### src/rtl/smb_pkg.sv
package smb_pkg;

    typedef enum logic [2:0] {
        S_IDLE,
        S_RX,
        S_RX_ACK,
        S_TX,
        S_TX_ACK,
        S_IGNORE
    } smb_state_e;

    typedef enum logic [1:0] {
        K_ADDR,
        K_CMD,
        K_COUNT,
        K_DATA
    } smb_kind_e;

    localparam logic [2:0] CMD_SINGLE = 3'b100;
    localparam logic [2:0] CMD_MULTI  = 3'b000;

    localparam logic [7:0] REG0_RESET = 8'h40;
    localparam logic [7:0] REG0_WMASK = 8'h4F;

    function automatic logic [7:0] reg_reset(input int idx);
        return (idx == 0) ? REG0_RESET : 8'h00;
    endfunction

    function automatic logic [7:0] reg_wmask(input int idx);
        return (idx == 0) ? REG0_WMASK : 8'hFF;
    endfunction

endpackage

### src/rtl/smb_line_sync.sv
module smb_line_sync (
    input  logic clk,
    input  logic rst_n,
    input  logic scl_i,
    input  logic sda_i,
    output logic scl_s,
    output logic sda_s,
    output logic scl_rise,
    output logic scl_fall,
    output logic start_det,
    output logic stop_det
);

    typedef struct packed {
        logic scl_m;
        logic scl_s;
        logic scl_p;
        logic sda_m;
        logic sda_s;
        logic sda_p;
    } sync_t;

    sync_t d, q;

    always_comb begin
        d       = q;
        d.scl_m = scl_i;
        d.scl_s = q.scl_m;
        d.scl_p = q.scl_s;
        d.sda_m = sda_i;
        d.sda_s = q.sda_m;
        d.sda_p = q.sda_s;
    end

    always_ff @(posedge clk or negedge rst_n) begin
        if (!rst_n) begin
            q <= '1;
        end else begin
            q <= d;
        end
    end

    assign scl_s     = q.scl_s;
    assign sda_s     = q.sda_s;
    assign scl_rise  = q.scl_s & ~q.scl_p;
    assign scl_fall  = ~q.scl_s & q.scl_p;
    assign start_det = q.scl_s & q.scl_p & q.sda_p & ~q.sda_s;
    assign stop_det  = q.scl_s & q.scl_p & ~q.sda_p & q.sda_s;

endmodule

### src/rtl/smb_reg_bank.sv
module smb_reg_bank #(
    parameter int NUM_REGS = 8
) (
    input  logic                      clk,
    input  logic                      rst_n,
    input  logic                      we_i,
    input  logic [4:0]                waddr_i,
    input  logic [7:0]                wdata_i,
    output logic [NUM_REGS-1:0][7:0]  regs_o
);
    import smb_pkg::*;

    logic [NUM_REGS-1:0][7:0] regs_d, regs_q;
    logic [NUM_REGS-1:0]      hit;

    for (genvar g = 0; g < NUM_REGS; g++) begin : g_hit
        assign hit[g] = we_i && (waddr_i == 5'(g));
    end

    always_comb begin
        regs_d = regs_q;
        for (int i = 0; i < NUM_REGS; i++) begin
            if (hit[i]) begin
                regs_d[i] = wdata_i & reg_wmask(i);
            end
        end
    end

    always_ff @(posedge clk or negedge rst_n) begin
        if (!rst_n) begin
            for (int i = 0; i < NUM_REGS; i++) begin
                regs_q[i] <= reg_reset(i);
            end
        end else begin
            regs_q <= regs_d;
        end
    end

    assign regs_o = regs_q;

    // reserved bits of register 0 never become set
    p_rsvd_zero_r12: assert property (@(posedge clk) disable iff (!rst_n)
        (regs_q[0] & ~REG0_WMASK) == 8'h00);

    // without a write strobe the bank keeps its contents
    p_hold_no_write_r7: assert property (@(posedge clk) disable iff (!rst_n)
        !we_i |=> $stable(regs_q));

endmodule

### src/rtl/smb_reg_slave.sv
module smb_reg_slave #(
    parameter logic [6:0] DEV_ADDR = 7'h69,
    parameter int         NUM_REGS = 8
) (
    input  logic                    clk,
    input  logic                    rst_n,
    input  logic                    scl_i,
    input  logic                    sda_i,
    output logic                    sda_oe_o,
    output logic [8*NUM_REGS-1:0]   regs_o,
    output logic                    hi_drive_o
);
    import smb_pkg::*;

    localparam logic [7:0] NREG8 = 8'(NUM_REGS);

    typedef struct packed {
        smb_state_e st;
        smb_kind_e  kind;
        logic [2:0] cnt;
        logic [7:0] sh;
        logic       got;
        logic       oe;
        logic       go_tx;
        logic       pend;
        logic [4:0] ptr;
        logic [7:0] rem;
        logic       macked;
    } ctl_t;

    ctl_t d, q;

    logic scl_s, sda_s, scl_rise, scl_fall, start_det, stop_det;
    logic we;
    logic [NUM_REGS-1:0][7:0] bank;
    logic [7:0] rd_byte;
    logic [7:0] tx_byte;
    logic       tx_is_count;

    smb_line_sync u_sync (
        .clk       (clk),
        .rst_n     (rst_n),
        .scl_i     (scl_i),
        .sda_i     (sda_i),
        .scl_s     (scl_s),
        .sda_s     (sda_s),
        .scl_rise  (scl_rise),
        .scl_fall  (scl_fall),
        .start_det (start_det),
        .stop_det  (stop_det)
    );

    smb_reg_bank #(.NUM_REGS(NUM_REGS)) u_bank (
        .clk     (clk),
        .rst_n   (rst_n),
        .we_i    (we),
        .waddr_i (q.ptr),
        .wdata_i (q.sh),
        .regs_o  (bank)
    );

    // register selected by the pointer; offsets past the bank read as zero
    always_comb begin
        rd_byte = 8'h00;
        for (int i = 0; i < NUM_REGS; i++) begin
            if (q.ptr == 5'(i)) begin
                rd_byte = bank[i];
            end
        end
    end

    assign tx_is_count = q.pend;
    assign tx_byte     = tx_is_count ? NREG8 : rd_byte;

    always_comb begin
        d  = q;
        we = 1'b0;
        if (stop_det) begin
            d.st  = S_IDLE;
            d.oe  = 1'b0;
            d.got = 1'b0;
        end else if (start_det) begin
            d.st   = S_RX;
            d.kind = K_ADDR;
            d.cnt  = 3'd0;
            d.got  = 1'b0;
            d.oe   = 1'b0;
        end else begin
            unique case (q.st)
                S_RX: begin
                    if (scl_rise && !q.got) begin
                        d.sh  = {q.sh[6:0], sda_s};
                        d.cnt = q.cnt + 3'd1;
                        d.got = (q.cnt == 3'd7);
                    end else if (scl_fall && q.got) begin
                        d.got   = 1'b0;
                        d.cnt   = 3'd0;
                        d.st    = S_RX_ACK;
                        d.go_tx = 1'b0;
                        unique case (q.kind)
                            K_ADDR: begin
                                if (q.sh[7:1] == DEV_ADDR) begin
                                    d.oe    = 1'b1;
                                    d.go_tx = q.sh[0];
                                    d.kind  = K_CMD;
                                end else begin
                                    d.st = S_IGNORE;
                                end
                            end
                            K_CMD: begin
                                if (q.sh[7:5] == CMD_SINGLE) begin
                                    d.oe   = 1'b1;
                                    d.ptr  = q.sh[4:0];
                                    d.rem  = 8'd1;
                                    d.pend = 1'b0;
                                    d.kind = K_DATA;
                                end else if (q.sh[7:5] == CMD_MULTI) begin
                                    d.oe   = 1'b1;
                                    d.ptr  = 5'd0;
                                    d.rem  = 8'd0;
                                    d.pend = 1'b1;
                                    d.kind = K_COUNT;
                                end else begin
                                    d.st = S_IGNORE;
                                end
                            end
                            K_COUNT: begin
                                d.oe   = 1'b1;
                                d.rem  = q.sh;
                                d.pend = 1'b0;
                                d.kind = K_DATA;
                            end
                            K_DATA: begin
                                if (q.rem != 8'd0) begin
                                    d.oe  = 1'b1;
                                    we    = 1'b1;
                                    d.rem = q.rem - 8'd1;
                                    d.ptr = q.ptr + 5'd1;
                                end
                            end
                            default: ;
                        endcase
                    end
                end
                S_RX_ACK: begin
                    if (scl_fall) begin
                        if (q.go_tx) begin
                            d.st  = S_TX;
                            d.sh  = tx_byte;
                            d.cnt = 3'd0;
                            d.oe  = ~tx_byte[7];
                            if (tx_is_count) begin
                                d.pend = 1'b0;
                            end else begin
                                d.ptr = q.ptr + 5'd1;
                            end
                        end else begin
                            d.st = S_RX;
                            d.oe = 1'b0;
                        end
                    end
                end
                S_TX: begin
                    if (scl_fall) begin
                        if (q.cnt == 3'd7) begin
                            d.st = S_TX_ACK;
                            d.oe = 1'b0;
                        end else begin
                            d.sh  = {q.sh[6:0], 1'b0};
                            d.cnt = q.cnt + 3'd1;
                            d.oe  = ~q.sh[6];
                        end
                    end
                end
                S_TX_ACK: begin
                    if (scl_rise) begin
                        d.macked = ~sda_s;
                    end else if (scl_fall) begin
                        if (q.macked) begin
                            d.st  = S_TX;
                            d.sh  = tx_byte;
                            d.cnt = 3'd0;
                            d.oe  = ~tx_byte[7];
                            if (tx_is_count) begin
                                d.pend = 1'b0;
                            end else begin
                                d.ptr = q.ptr + 5'd1;
                            end
                        end else begin
                            d.st = S_IGNORE;
                        end
                    end
                end
                default: ;
            endcase
        end
    end

    always_ff @(posedge clk or negedge rst_n) begin
        if (!rst_n) begin
            q        <= '0;
            q.st     <= S_IDLE;
            q.kind   <= K_ADDR;
        end else begin
            q <= d;
        end
    end

    assign sda_oe_o   = q.oe;
    assign regs_o     = bank;
    assign hi_drive_o = bank[0][6];

    // the slave only moves SDA while the synchronized clock is low
    p_sda_move_scl_low_r13: assert property (@(posedge clk) disable iff (!rst_n)
        (q.oe != $past(q.oe)) |-> !scl_s);

    // an ignored transaction never drives the line
    p_ignore_quiet_r3: assert property (@(posedge clk) disable iff (!rst_n)
        (q.st == S_IGNORE) |-> !q.oe);

    // a stop returns to idle with SDA released
    p_stop_release_r2: assert property (@(posedge clk) disable iff (!rst_n)
        stop_det |=> (q.st == S_IDLE && !q.oe));

    // silence lasts until a start or stop arrives
    p_ignore_exit_r10: assert property (@(posedge clk) disable iff (!rst_n)
        (q.st == S_IGNORE && !start_det && !stop_det) |=> (q.st == S_IGNORE));

    // every register write is acknowledged in the following clock
    p_write_acked_r5: assert property (@(posedge clk) disable iff (!rst_n)
        we |=> q.oe);

endmodule

### config.mk
export PLATFORM = sky130hd
export DESIGN_NAME = smb_reg_slave
export DESIGN_NICKNAME = d
export VERILOG_FILES = /design/src/rtl/smb_pkg.sv /design/src/rtl/smb_line_sync.sv /design/src/rtl/smb_reg_bank.sv /design/src/rtl/smb_reg_slave.sv
export SDC_FILE = /design/constraint.sdc
export NUM_CORES = 1
export LEC_CHECK = 0
export BUFFER_PORTS_ARGS = -buffer_cell sky130_fd_sc_hd__buf_2
export CAP_MARGIN = 0
export CELL_PAD_IN_SITES_DETAIL_PLACEMENT = 1
export CELL_PAD_IN_SITES_GLOBAL_PLACEMENT = 1
export CORE_MARGIN = 2
export CORE_UTILIZATION = 46
export DETAILED_ROUTE_END_ITERATION = 6
export PLACE_DENSITY_LB_ADDON = 0.1
export SYNTH_ARGS = -nofsm -noshare
export SYNTH_HDL_FRONTEND = slang
export SYNTH_HIERARCHICAL = 1
export SYNTH_SLANG_ARGS = --single-unit
### constraint.sdc
create_clock -name clk -period 3.4 [get_ports clk]
set_clock_uncertainty 0.1 [all_clocks]
set_input_delay 1.02 -clock clk [delete_from_list [all_inputs] [get_ports clk]]
set_output_delay 1.02 -clock clk [all_outputs]
set_load 0.01 [all_outputs]
* Word-level counts from Yosys, hierarchy flattened
Index checks and enable logic that the tools add are counted.
** Word-level totals
- Logic and storage cells :: 215
- Bits in registers :: 101
** Cells by class
- Eq/ne operators :: 55
- Add/sub/neg operators :: 3
- Mux-type cells :: 80
- Bitwise gates (word level) :: 16
- Reductions and logical operators :: 36
** Operator list (number)
- $mux W8 :: 11
- $mux W11 :: 7
- $ne A4 B4 Y1 const B :: 11
- $pmux W11 S4 :: 1
- $mux W3 :: 11
- $mux W6 :: 5
- $ne A3 B3 Y1 const B :: 10
- $mux W14 :: 2
- $ne A2 B2 Y1 const B :: 12
- $pmux W8 S3 :: 1
- $reduce_and A11 Y1 :: 2
- $eq A5 B3 Y1 const B :: 4
- $mux W1 :: 20
- $pmux W6 S3 :: 1
- $mux W17 :: 1
- $mux W16 :: 1
- $mux W2 :: 8
- $reduce_and A8 Y1 :: 2
- $mux W13 :: 1
- $reduce_and A13 Y1 :: 1
- $pmux W3 S4 :: 1
- $reduce_and A12 Y1 :: 1
- $reduce_bool A4 Y1 :: 3
- $eq A5 B2 Y1 const B :: 2
- 37 further kinds :: 71

* Longest topological paths before layout
Gate-level depths: netlist of the first run.
- Word-level depth :: 17
- Gate-level depth with buffers :: 9
- Mapped depth without buffers :: 8

* Cells and area by module
Netlist of the first run, hierarchy kept.
** Modules (own cells, without submodules)
- smb_reg_slave :: instances 1, cells each 424, area an instance 3280.6 um2
- smb_reg_bank :: instances 1, cells each 141, area an instance 2432.3 um2
- smb_line_sync :: instances 1, cells each 10, area an instance 190.2 um2

* Worst setup path before layout of the first run
OpenSTA, ideal clock, no wires.
- Kind :: register to register
- Start :: register u_sync.q (netlist bit u_sync/sda_s)
- End :: register u_bank.regs_q (netlist bit u_bank/regs_o[24])
- Setup time :: 0.125 ns
- Required time :: 3.175 ns
- Stages on the path, launching flop included :: 9
- Path slack :: 0.769 ns
- Arrival :: 2.406 ns
- Period minus slack after synthesis :: 2.631 ns
- Buffers on the path :: 1
- Cell sequence :: dfstp_2 and4b_1 nor2_1 and4_4 and3_1 nor4b_4 and3_1 buf_6 mux2_4
** On the way
- Longest elaborated chain between the ends :: 5
** RTL lines
- from (decl) :: line smb_line_sync.sv:23 : sync_t d, q;
- from (signal assigned) :: line smb_line_sync.sv:37 : q <= '1;
- from (signal assigned) :: line smb_line_sync.sv:39 : q <= d;
- $not A1 Y1 :: line smb_line_sync.sv:47 : assign start_det = q.scl_s & q.scl_p & q.sda_p & ~q.sda_s;
- $and A1 B1 Y1 :: line smb_line_sync.sv:47
- via start_det :: line smb_reg_slave.sv:33 : logic scl_s, sda_s, scl_rise, scl_fall, start_det, stop_det;
- $mux W1 :: line smb_reg_slave.sv:82 : end else if (start_det) begin
- $mux W1 :: line smb_reg_slave.sv:78 : if (stop_det) begin
- via we :: line smb_reg_slave.sv:34 : logic we;
- $logic_and A1 B1 Y1 :: line smb_reg_bank.sv:17 : assign hit[g] = we_i && (waddr_i == 5'(g));
- to (signal, indexed assignment) :: line smb_reg_bank.sv:32 : regs_q[i] <= reg_reset(i);
- to (signal assigned) :: line smb_reg_bank.sv:35 : regs_q <= regs_d;
- to (decl) :: line smb_reg_bank.sv:13 : logic [NUM_REGS-1:0][7:0] regs_d, regs_q;
The timed path passes the listed nets, and every way through them passes these cells.
A chain may end at the register's enable or synchronous reset.

* Final worst setup path of the first run
Same ends and word-level chain as after synthesis.

==> summary.md, run 1 <==
| Metric | Value |
|---|---|
| Post-Synth XOR/XNOR Area | 0.869% |
| Reg2reg path depth | 7 |
| Multi-input gate area | 3020 um^2 |
| Vias | 4870 |
| Synth unique cells | 76 |
| Worst Setup Start Kind | flip-flop |
| Die area | 13800 um^2 |
| FMAX | 334 MHz |
| GRT Total Usage | 27.3% |
| Final non-filler cell total | 807 |
| Worst skew pair latency | 0.35 ns |
| Synth Area in Compound Gates | 17.2% |
| M3 GR Usage | 3.55% |
| Crit path buf inv count | 0 |
| Worst EP arrival | 3.13 ns |
| # resized after CTS | 0 |
| Num rows | 41 |
| Crit-path cells | and4b_1, nor2_1, and4_4, and3_1, nor4b_4, and3_1, mux2_4 |
| Slowest cell on the critical path | dfstp_2 |
| Pre-CTS WS | 0.456 ns |
| Number of synthesis warnings | 6 |
| Largest net degree at the start of global routing | 57 |
| Crit Path Class | reg2reg |
| Chip height | 117 um |
| Postcts setup bufs | 0 |
| Diode count | 0 |
| Final wirelength | 17.8 mm |
| CP Capture Type | flip-flop |
| Synth Area per Inst | 10.3 um^2 |
| Initial antenna violation count | 0 |
| Min Tclk post-route | 2.99 ns |
| Most common library cell in the layout ignoring fill and taps | dfrtp_1 |
| Clock transition at path regs | 0.07 ns |
| Clock buffer depth | 2 |
| WL/cell | 22.1 um |
| HP Class | reg2reg |
| Clk sinks | 101 |
| Status | complete, no violations |
| Routability Congestion | 0.827 |
| Setup TNS | 0 ns |
| GRT Max-Usage Layer | met2 |
| Prevailing post-synth register cell | dfrtp_1 |
| Worst rel slew slack | 42.5% |
| Top cell type's share of synthesized area | 39.8% |
| Netlist Area Pre-Place | 5900 um^2 |
| Seq. cell area | 2540 um^2 |
| Post-Place Cells | 791 |
| Root buf cell | clkbuf_16 |
| Final number of hold-violating endpoints | 0 |
| RSZ-0062 raised after global routing | false |
| #FFs+latches synth | 101 |
| Async S/R FF share, synth | 100% |
| Fraction of layout cells with a size suffix above 1 | 29.9% |
| Max Cap Viol | 0 |
| Post-synthesis mux area share | 14.5% |
| CTS tree | done |
| Largest family of logic cells by synthesized area | compound AO/OA/AOI/OAI gates |
| Synth top area cells | dfrtp_1, mux2_2, mux2_4, a21oi_1, dfstp_2 |
| Layout net count | 647 |
| Hold Path Depth | 0 |
| Post-route antenna net violation count | 0 |
| Leak | 3.10 nW |
| Register area share after synthesis | 43.0% |
| Worst vdd ir | 219 uV |
| Setup ws final | 0.408 ns |
| Pre-antenna DRT Iters | 5 |
| Least-Margin Pin Slew | 0.862 ns |
| Area leader, netlist | dfrtp_1 |
| Crit-path max cell delay | 0.57 ns |
| Overall power | 0.00298 W |
| Crit path max-delay family | simple AND/OR/NAND/NOR gates |
| Initial Util | 47.0% |
| Fillers | 1391 |
| Most used cell, CP | and3_1 |
| Inserted Clock Buffers | 9 |
| DRC | 0 |
| Final period util | 88.0% |
| Setup Viol. Count Final | 0 |
| First-pass GRT wire length | 28.3 mm |
| Core ar. | 12600 um^2 |
| Detailed placement HPWL | 12.3 mm |
| Gate Count Post-Synth | 575 |
| Worst Path Max Fanout | 8 |
| Die span in x | 117 um |
| I/O Buffers | 66 |
| Hold_ws | 0.257 ns |
| Met2 Use GR | 48.7% |
| Vias per cell | 6.03 |
| Pins Over Slew Limit | 0 |
| EDFF count, synth | 0 |
| Reg2reg setup slack | 0.41 ns |
| Synth Area in Adders | 2.76% |
| Hold_buf cts | 0 |
| Initial DRC Count | 241 |
| H-tree depth | 3 |
| Worst EP required | 3.53 ns |
| Met1 usage | 33.8% |
| Synth Area in Simple Gates | 15.7% |
| Ports | 70 |
| Vias in the first global route | 5170 |
| Stages on worst setup path | 7 |
| Overflow after GRT | 0 |
| Layout area overhead | 13.5% |
| PwrDens | 445 nW/um^2 |
| Most frequent cells in the layout | dfrtp_1, buf_2, mux2_2, nand2_1, a21oi_1 |
-- cell usage after synthesis, types with 13 or more instances --
cell type,instances
a221oi_1,17
inv_1,33
ha_1,13
mux2_4,16
nor2b_1,16
clkbuf_1,13
nor2_1,28
nand2_1,47
mux2_2,50
dfrtp_1,94
a21oi_1,37
o21ai_0,28
-- sequential cells by signal, summed over array words and instances (netlist names) --
signal         cells
tx_is_count        1
q                 32
u_sync/d           2
u_sync/q           2
sda_oe_o           1
u_sync/scl_s       1
u_sync/sda_s       1
u_bank/regs_o     61
-- power breakdown --
group	total, W	internal (W)	switching, W
Combinational	0.000344	0.000133	0.000210
Clock	0.00114	0.000670	0.000473
Sequential	0.00149	0.00126	0.000233
Total	0.00298	0.00206	0.000917
-- cell type report --
cell class | count | share of cell area (%)
clock inverters | 5 | 1.25
repair buffers | 80 | 7.10
multi-input cells | 405 | 45.1
well taps | 172 | 3.21
inverters | 33 | 1.85
clock buffers | 11 | 3.62
flip-flops and latches | 101 | 37.9
-- layer usage --
| metal | routed length, um | vias up |
|---|---|---|
| met2 | 9320 | 111 |
| met4 | 435 | 0 |
| met1 | 7500 | 2503 |
| met3 | 578 | 29 |
| met5 | 0 | - |
| li1 | - | 2227 |
-- kinds of logic after synthesis --
logic type / after synthesis
DFF: 101
and+or+nand+nor: 164
adders and majority gates: 13
muxes: 71
xor gates and xnor gates: 5
AOI/OAI and AO/OA: 149
other: 1
buffers and inverters: 71
-- final timing paths --
path                              startpoint                end
worst min register to register   u_sync/d[4]       u_sync/scl_s
max in group asynchronous              rst_n        u_sync/q[0]
worst min-delay path             u_sync/d[4]       u_sync/scl_s
worst max register to register  u_sync/sda_s  u_bank/regs_o[24]
min in group asynchronous              rst_n               q[6]
worst max-delay path            u_sync/sda_s  u_bank/regs_o[24]
-- per-stage QoR --
stage	area [um^2]	util (%)
finish	6700	53.3
global route	6700	53.3
CTS	6700	53.3
detailed placement	6370	50.7
global placement	6370	50.7
floorplan	5910	-
No activity file was read; power rests on OpenSTA's default activity.
==> run 2: changes to the inputs <==
--- a/config.mk
+++ b/config.mk
@@ -10,9 +10,10 @@
 export CELL_PAD_IN_SITES_DETAIL_PLACEMENT = 1
 export CELL_PAD_IN_SITES_GLOBAL_PLACEMENT = 1
 export CORE_MARGIN = 2
-export CORE_UTILIZATION = 46
+export CORE_UTILIZATION = 42
 export DETAILED_ROUTE_END_ITERATION = 6
 export PLACE_DENSITY_LB_ADDON = 0.1
+export RECOVER_POWER = 100
 export SYNTH_ARGS = -nofsm -noshare
 export SYNTH_HDL_FRONTEND = slang
 export SYNTH_HIERARCHICAL = 1
==> constraint.sdc (replaced) <==
create_clock -name clk -period 2.5 [get_ports clk]
set_clock_uncertainty 0.1 [all_clocks]
set_input_delay 0.75 -clock clk [delete_from_list [all_inputs] [get_ports clk]]
set_output_delay 0.75 -clock clk [all_outputs]
set_load 0.01 [all_outputs]
==> run 2 against run 1 <==
Net effect:
- worst hold slack better by 0.0059 ns
- worst setup slack worse by 0.36 ns
- cell count up 5.8%
- clock-buffer cell count down 1
- clock power up 18%
- first-iteration DRC count up 37%
- combinational power up 140%
- utilization down 2.7 points
- critical path depth up 1
- final area up 4.4%
- sequential power up 21%
- critical endpoint is now u_bank/regs_o[2]
- highest routed layer unchanged
==> summary.md, run 2 (synthesized netlist as in run 1, its figures left out) <==
| Metric | Value |
|---|---|
| Status | complete, no violations |
| DRC | 0 |
| Overflow after GRT | 0 |
| Min Tclk post-route | 2.46 ns |
| Setup Viol. Count Final | 0 |
| Most common library cell in the layout ignoring fill and taps | dfrtp_1 |
| Ports | 70 |
| Detailed placement HPWL | 13.5 mm |
| Diode count | 0 |
| Vias per cell | 5.82 |
| Die span in x | 123 um |
| Inserted Clock Buffers | 9 |
| Final core occ | 50.6% |
| Initial Util | 42.7% |
| Final wirelength | 18.4 mm |
| Initial DRC Count | 331 |
| Hold_ws | 0.262 ns |
| Reg2reg setup slack | 0.04 ns |
| Worst Setup Start Kind | flip-flop |
| Leak | 3.28 nW |
| Max Cap Viol | 0 |
| FMAX | 407 MHz |
| Post-route antenna net violation count | 0 |
| Final period util | 98.3% |
| RSZ-0062 raised after global routing | true |
| H-tree depth | 3 |
| CP Capture Type | flip-flop |
| Die area | 15000 um^2 |
| Pins Over Slew Limit | 0 |
| Pre-antenna DRT Iters | 4 |
| Crit path launch | u_sync/q[0] |
| Initial antenna violation count | 0 |
| GRT Total Usage | 25.8% |
| Placed inst area | 6680 um^2 |
| Worst Path Max Fanout | 5 |
| Most frequent cells in the layout | dfrtp_1, buf_2, mux2_2, buf_4, nand2_1 |
| Final Cell Area | 6990 um^2 |
| Post-Place Cells | 837 |
| Highest routed layer | met4 |
| Fillers | 1568 |
| Reg2reg path depth | 8 |
| PwrDens | 570 nW/um^2 |
| Worst EP arrival | 2.59 ns |
| Largest register FFs | 61 |
| Fraction of layout cells with a size suffix above 1 | 35.3% |
| Clk sinks | 101 |
| I/O Buffers | 66 |
| Setup TNS | 0 ns |
| Least-Margin Pin Slew | 0.727 ns |
| Layout area overhead | 18.5% |
| WL met3 | 614 um |
| Multi-input gate area | 3070 um^2 |
| HP Class | reg2reg |
| Vias in the first global route | 5272 |
| Routability Congestion | 0.883 |
| Clock buffer depth | 2 |
| Met1 Wirelength | 8.36 mm |
| RR Startpoint | u_sync/q[0] |
| Critical R2R Capture | u_bank/regs_o[2] |
| First-pass GRT wire length | 29.5 mm |
| Worst skew pair latency | 0.36 ns |
| Worst EP required | 2.64 ns |
| Core ar. | 13800 um^2 |
| Seq. cell area | 2540 um^2 |
| Chip height | 123 um |
| Vias | 4967 |
| Final number of hold-violating endpoints | 0 |
| Layout net count | 686 |
| Crit Path Class | reg2reg |
| WL/cell | 21.6 um |
| Num rows | 43 |
| CTS tree | done |
| Worst rel slew slack | 51.5% |
| Largest net degree at the start of global routing | 39 |
| CP endpoint | u_bank/regs_o[2] |
| Root buf cell | clkbuf_16 |
| Clock transition at path regs | 0.07 ns |
| Final non-filler cell total | 854 |
| Met2 wire len | 9.10 mm |
| Worst vdd ir | 290 uV |
-- run 2: power breakdown --
group | internal [W] | switching [W] | leakage (nW) | total (W)
Clock | 0.000675 | 0.000665 | 0.129 | 0.00134
Sequential | 0.00172 | 0.0000952 | 1.36 | 0.00181
Combinational | 0.000309 | 0.000529 | 1.79 | 0.000838
-- run 2: metal layers --
metal / vias to the layer above / GRT usage [%]
met5: - / 0
met4: 0 / 7.40
met3: 21 / 3.95
met2: 101 / 43.0
met1: 2553 / 34.7
li1: 2292 / -
-- run 2: final cells by class --
class,count,share of cell area (%)
sequential,101,36.3
inverter,33,1.77
tap,180,3.22
timing repair buffer,119,11.0
clock inverter,6,0.555
clock buffer,10,3.27
multi-input combinational,405,43.9
-- run 2: worst min path at each step --
stage | start | to | slack (ns) | depth (start not counted)
3_5_place_dp | u_sync/d[4] | u_sync/scl_s | 0.25 | 0
3_3_place_gp | u_sync/d[4] | u_sync/scl_s | 0.25 | 0
5_1_grt | u_sync/d[1] | u_sync/sda_s | 0.27 | 0
2_1_floorplan | u_sync/d[4] | u_sync/scl_s | 0.25 | 0
4_1_cts | u_sync/d[4] | u_sync/scl_s | 0.26 | 0
6_report | u_sync/d[1] | u_sync/sda_s | 0.26 | 0
-- run 2: critical path, cell delays in order (launching register included) --
cell and delay [ns]:
dfstp_2 0.53, and4b_2 0.26, nor2_4 0.11, and4_4 0.22, and3_4 0.19, nor4b_4 0.21
buf_4 0.17, nand2_1 0.20, mux2_2 0.34
-- run 2: stage by stage --
| stage | setup slack, ns | total power (W) |
|---|---|---|
| detailed placement | -0.0408 | 0.00267 |
| global placement | 0.00697 | 0.00265 |
| global route | -0.0277 | 0.00416 |
| floorplan | 0.00552 | 0.00226 |
| finish | 0.0430 | 0.00399 |
| CTS | 0.0156 | 0.00401 |
-- run 2: repair_timing --
item / CTS / global route
hold buffers: 0 / 0
hold endpoints to repair: 0 / 0
setup buffers: 0 / 1
resized for setup: 1 / 10
gates cloned: 0 / 0
pin swaps: 0 / 2
endpoints found under the setup margin: 1 / 42
==> run 3: changes to the inputs <==
--- a/config.mk
+++ b/config.mk
@@ -11,6 +11,7 @@
 export CELL_PAD_IN_SITES_GLOBAL_PLACEMENT = 1
 export CORE_MARGIN = 2
 export CORE_UTILIZATION = 42
+export CTS_BUF_LIST = sky130_fd_sc_hd__clkbuf_16
 export DETAILED_ROUTE_END_ITERATION = 6
 export PLACE_DENSITY_LB_ADDON = 0.1
 export RECOVER_POWER = 100
==> constraint.sdc (replaced) <==
create_clock -name clk -period 2.5 [get_ports clk]
set_clock_uncertainty 0.1 [all_clocks]
set_input_delay 0.75 -clock clk [delete_from_list [all_inputs] [get_ports clk]]
set_output_delay 0.75 -clock clk [all_outputs]
set_load 0.1 [all_outputs]
==> run 3 against run 2 <==
Net effect:
- maximum frequency is the same
- clock-buffer cell count shrank 1
- worst setup slack is the same
- final area is the same
- wire length is essentially flat
- non-clock buffer count is the same
==> summary.md, run 3 (synthesized netlist as in run 1, its figures left out) <==
| Metric | Value |
|---|---|
| WL/cell | 21.6 um |
| DRC | 0 |
| Vias in the first global route | 5272 |
| Largest register FFs | 61 |
| Post-route antenna net violation count | 0 |
| Pre-antenna DRT Iters | 4 |
| Initial antenna violation count | 0 |
| FMAX | 407 MHz |
| RR Startpoint | u_sync/q[0] |
| Pins Over Slew Limit | 0 |
| Most frequent cells in the layout | dfrtp_1, buf_2, mux2_2, buf_4, nand2_1 |
| GRT Total Usage | 25.8% |
| Initial DRC Count | 332 |
| Ports | 70 |
| Overall power | 0.00400 W |
| Hold_buf cts | 0 |
| Final number of hold-violating endpoints | 0 |
| Initial Util | 42.7% |
| Chip height | 123 um |
| First-pass GRT wire length | 29.5 mm |
| Crit path launch | u_sync/q[0] |
| Worst rel slew slack | 51.5% |
| Status | complete, no violations |
| Hold Path Depth | 0 |
| Most common library cell in the layout ignoring fill and taps | dfrtp_1 |
| Worst skew pair latency | 0.36 ns |
| Reg2reg path depth | 8 |
| Num rows | 43 |
| Least-Margin Pin Slew | 0.727 ns |
| CP Capture Type | flip-flop |
| RSZ-0062 raised after global routing | true |
| Crit Path Class | reg2reg |
| Setup ws final | 0.0430 ns |
| Post-Place Cells | 837 |
| Die area | 15000 um^2 |
| Vias | 4967 |
| Largest net degree at the start of global routing | 39 |
| Max Cap Viol | 0 |
| Overflow after GRT | 0 |
| Worst EP arrival | 2.59 ns |
| Setup Viol. Count Final | 0 |
| HP Class | reg2reg |
| Root buf cell | clkbuf_16 |
| Fraction of layout cells with a size suffix above 1 | 35.3% |
| Pre-CTS WS | -0.0408 ns |
| Worst Setup Start Kind | flip-flop |
| Clock transition at path regs | 0.07 ns |
| Final period util | 98.3% |
| Detailed placement HPWL | 13.5 mm |
| Vias per cell | 5.82 |
| Final Cell Area | 6990 um^2 |
| Min-delay src | u_sync/d[1] |
| Layout net count | 686 |
| Min Tclk post-route | 2.46 ns |
| Leak | 3.28 nW |
| PwrDens | 573 nW/um^2 |
| H-tree depth | 3 |
| CTS tree | done |
| Clock buffer depth | 2 |
| Die span in x | 123 um |
| Final wirelength | 18.4 mm |
| I/O Buffers | 66 |
| Inserted Clock Buffers | 9 |
| Placed inst area | 6680 um^2 |
| Worst EP required | 2.64 ns |
| Final non-filler cell total | 854 |
| Layout area overhead | 18.5% |
| Clk sinks | 101 |
| Worst Path Max Fanout | 5 |
| Worst vdd ir | 290 uV |
| Routability Congestion | 0.883 |
| Core ar. | 13800 um^2 |
| Diode count | 0 |
run 3: final cells by class:
| type | count | area, um^2 |
|---|---|---|
| sequential | 101 | 2540 |
| fill | 1568 | 6830 |
| timing repair buffer | 119 | 772 |
| tap | 180 | 225 |
| inverter | 33 | 124 |
| multi-input combinational | 405 | 3070 |
| clock buffer | 9 | 225 |
| clock inverter | 7 | 42.5 |
run 3: final timing paths:
check	end	slack [ns]
worst max-delay path	u_bank/regs_o[2]	0.04
worst max register to register	u_bank/regs_o[2]	0.04
worst min register to register	u_sync/sda_s	0.26
min in group asynchronous	q[29]	0.28
max in group asynchronous	u_bank/regs_o[61]	1.30
worst min-delay path	u_sync/sda_s	0.26
run 3: what timing repair did:
item | in CTS | in global routing
setup endpoints to repair | 1 | 42
gates resized for setup | 1 | 10
pin swaps | 0 | 2
setup buffers | 0 | 1
run 3: through the flow:
stage / hold slack (ns) / TNS (ns) / utilization, %
final: 0.262 / 0 / 50.6
after global routing: 0.266 / -0.224 / 50.6
after CTS: 0.263 / 0 / 50.2
after detailed placement: 0.252 / -0.0408 / 48.3
after global placement: 0.252 / 0 / 48.3
after floorplan: 0.245 / 0 / -
run 3: per-layer routing:
| layer | wire, um | global-route usage [%] | vias up |
|---|---|---|---|
| met5 | 0 | 0 | - |
| met4 | 365 | 7.40 | 0 |
| met3 | 614 | 3.95 | 21 |
| met2 | 9100 | 43.0 | 101 |
| met1 | 8360 | 34.7 | 2553 |
| li1 | - | - | 2292 |
run 3: worst max-delay path, stage by stage (launching register included):
cell and delay (ns):
dfstp_2 0.53, and4b_2 0.26, nor2_4 0.11, and4_4 0.22, and3_4 0.19, nor4b_4 0.21, buf_4 0.17, nand2_1 0.20
mux2_2 0.34
run 3: power by group:
group,total (W),internal (W),switching (W)
clock,0.00134,0.000671,0.000665
sequential,0.00181,0.00172,0.0000952
combinational,0.000856,0.000309,0.000547
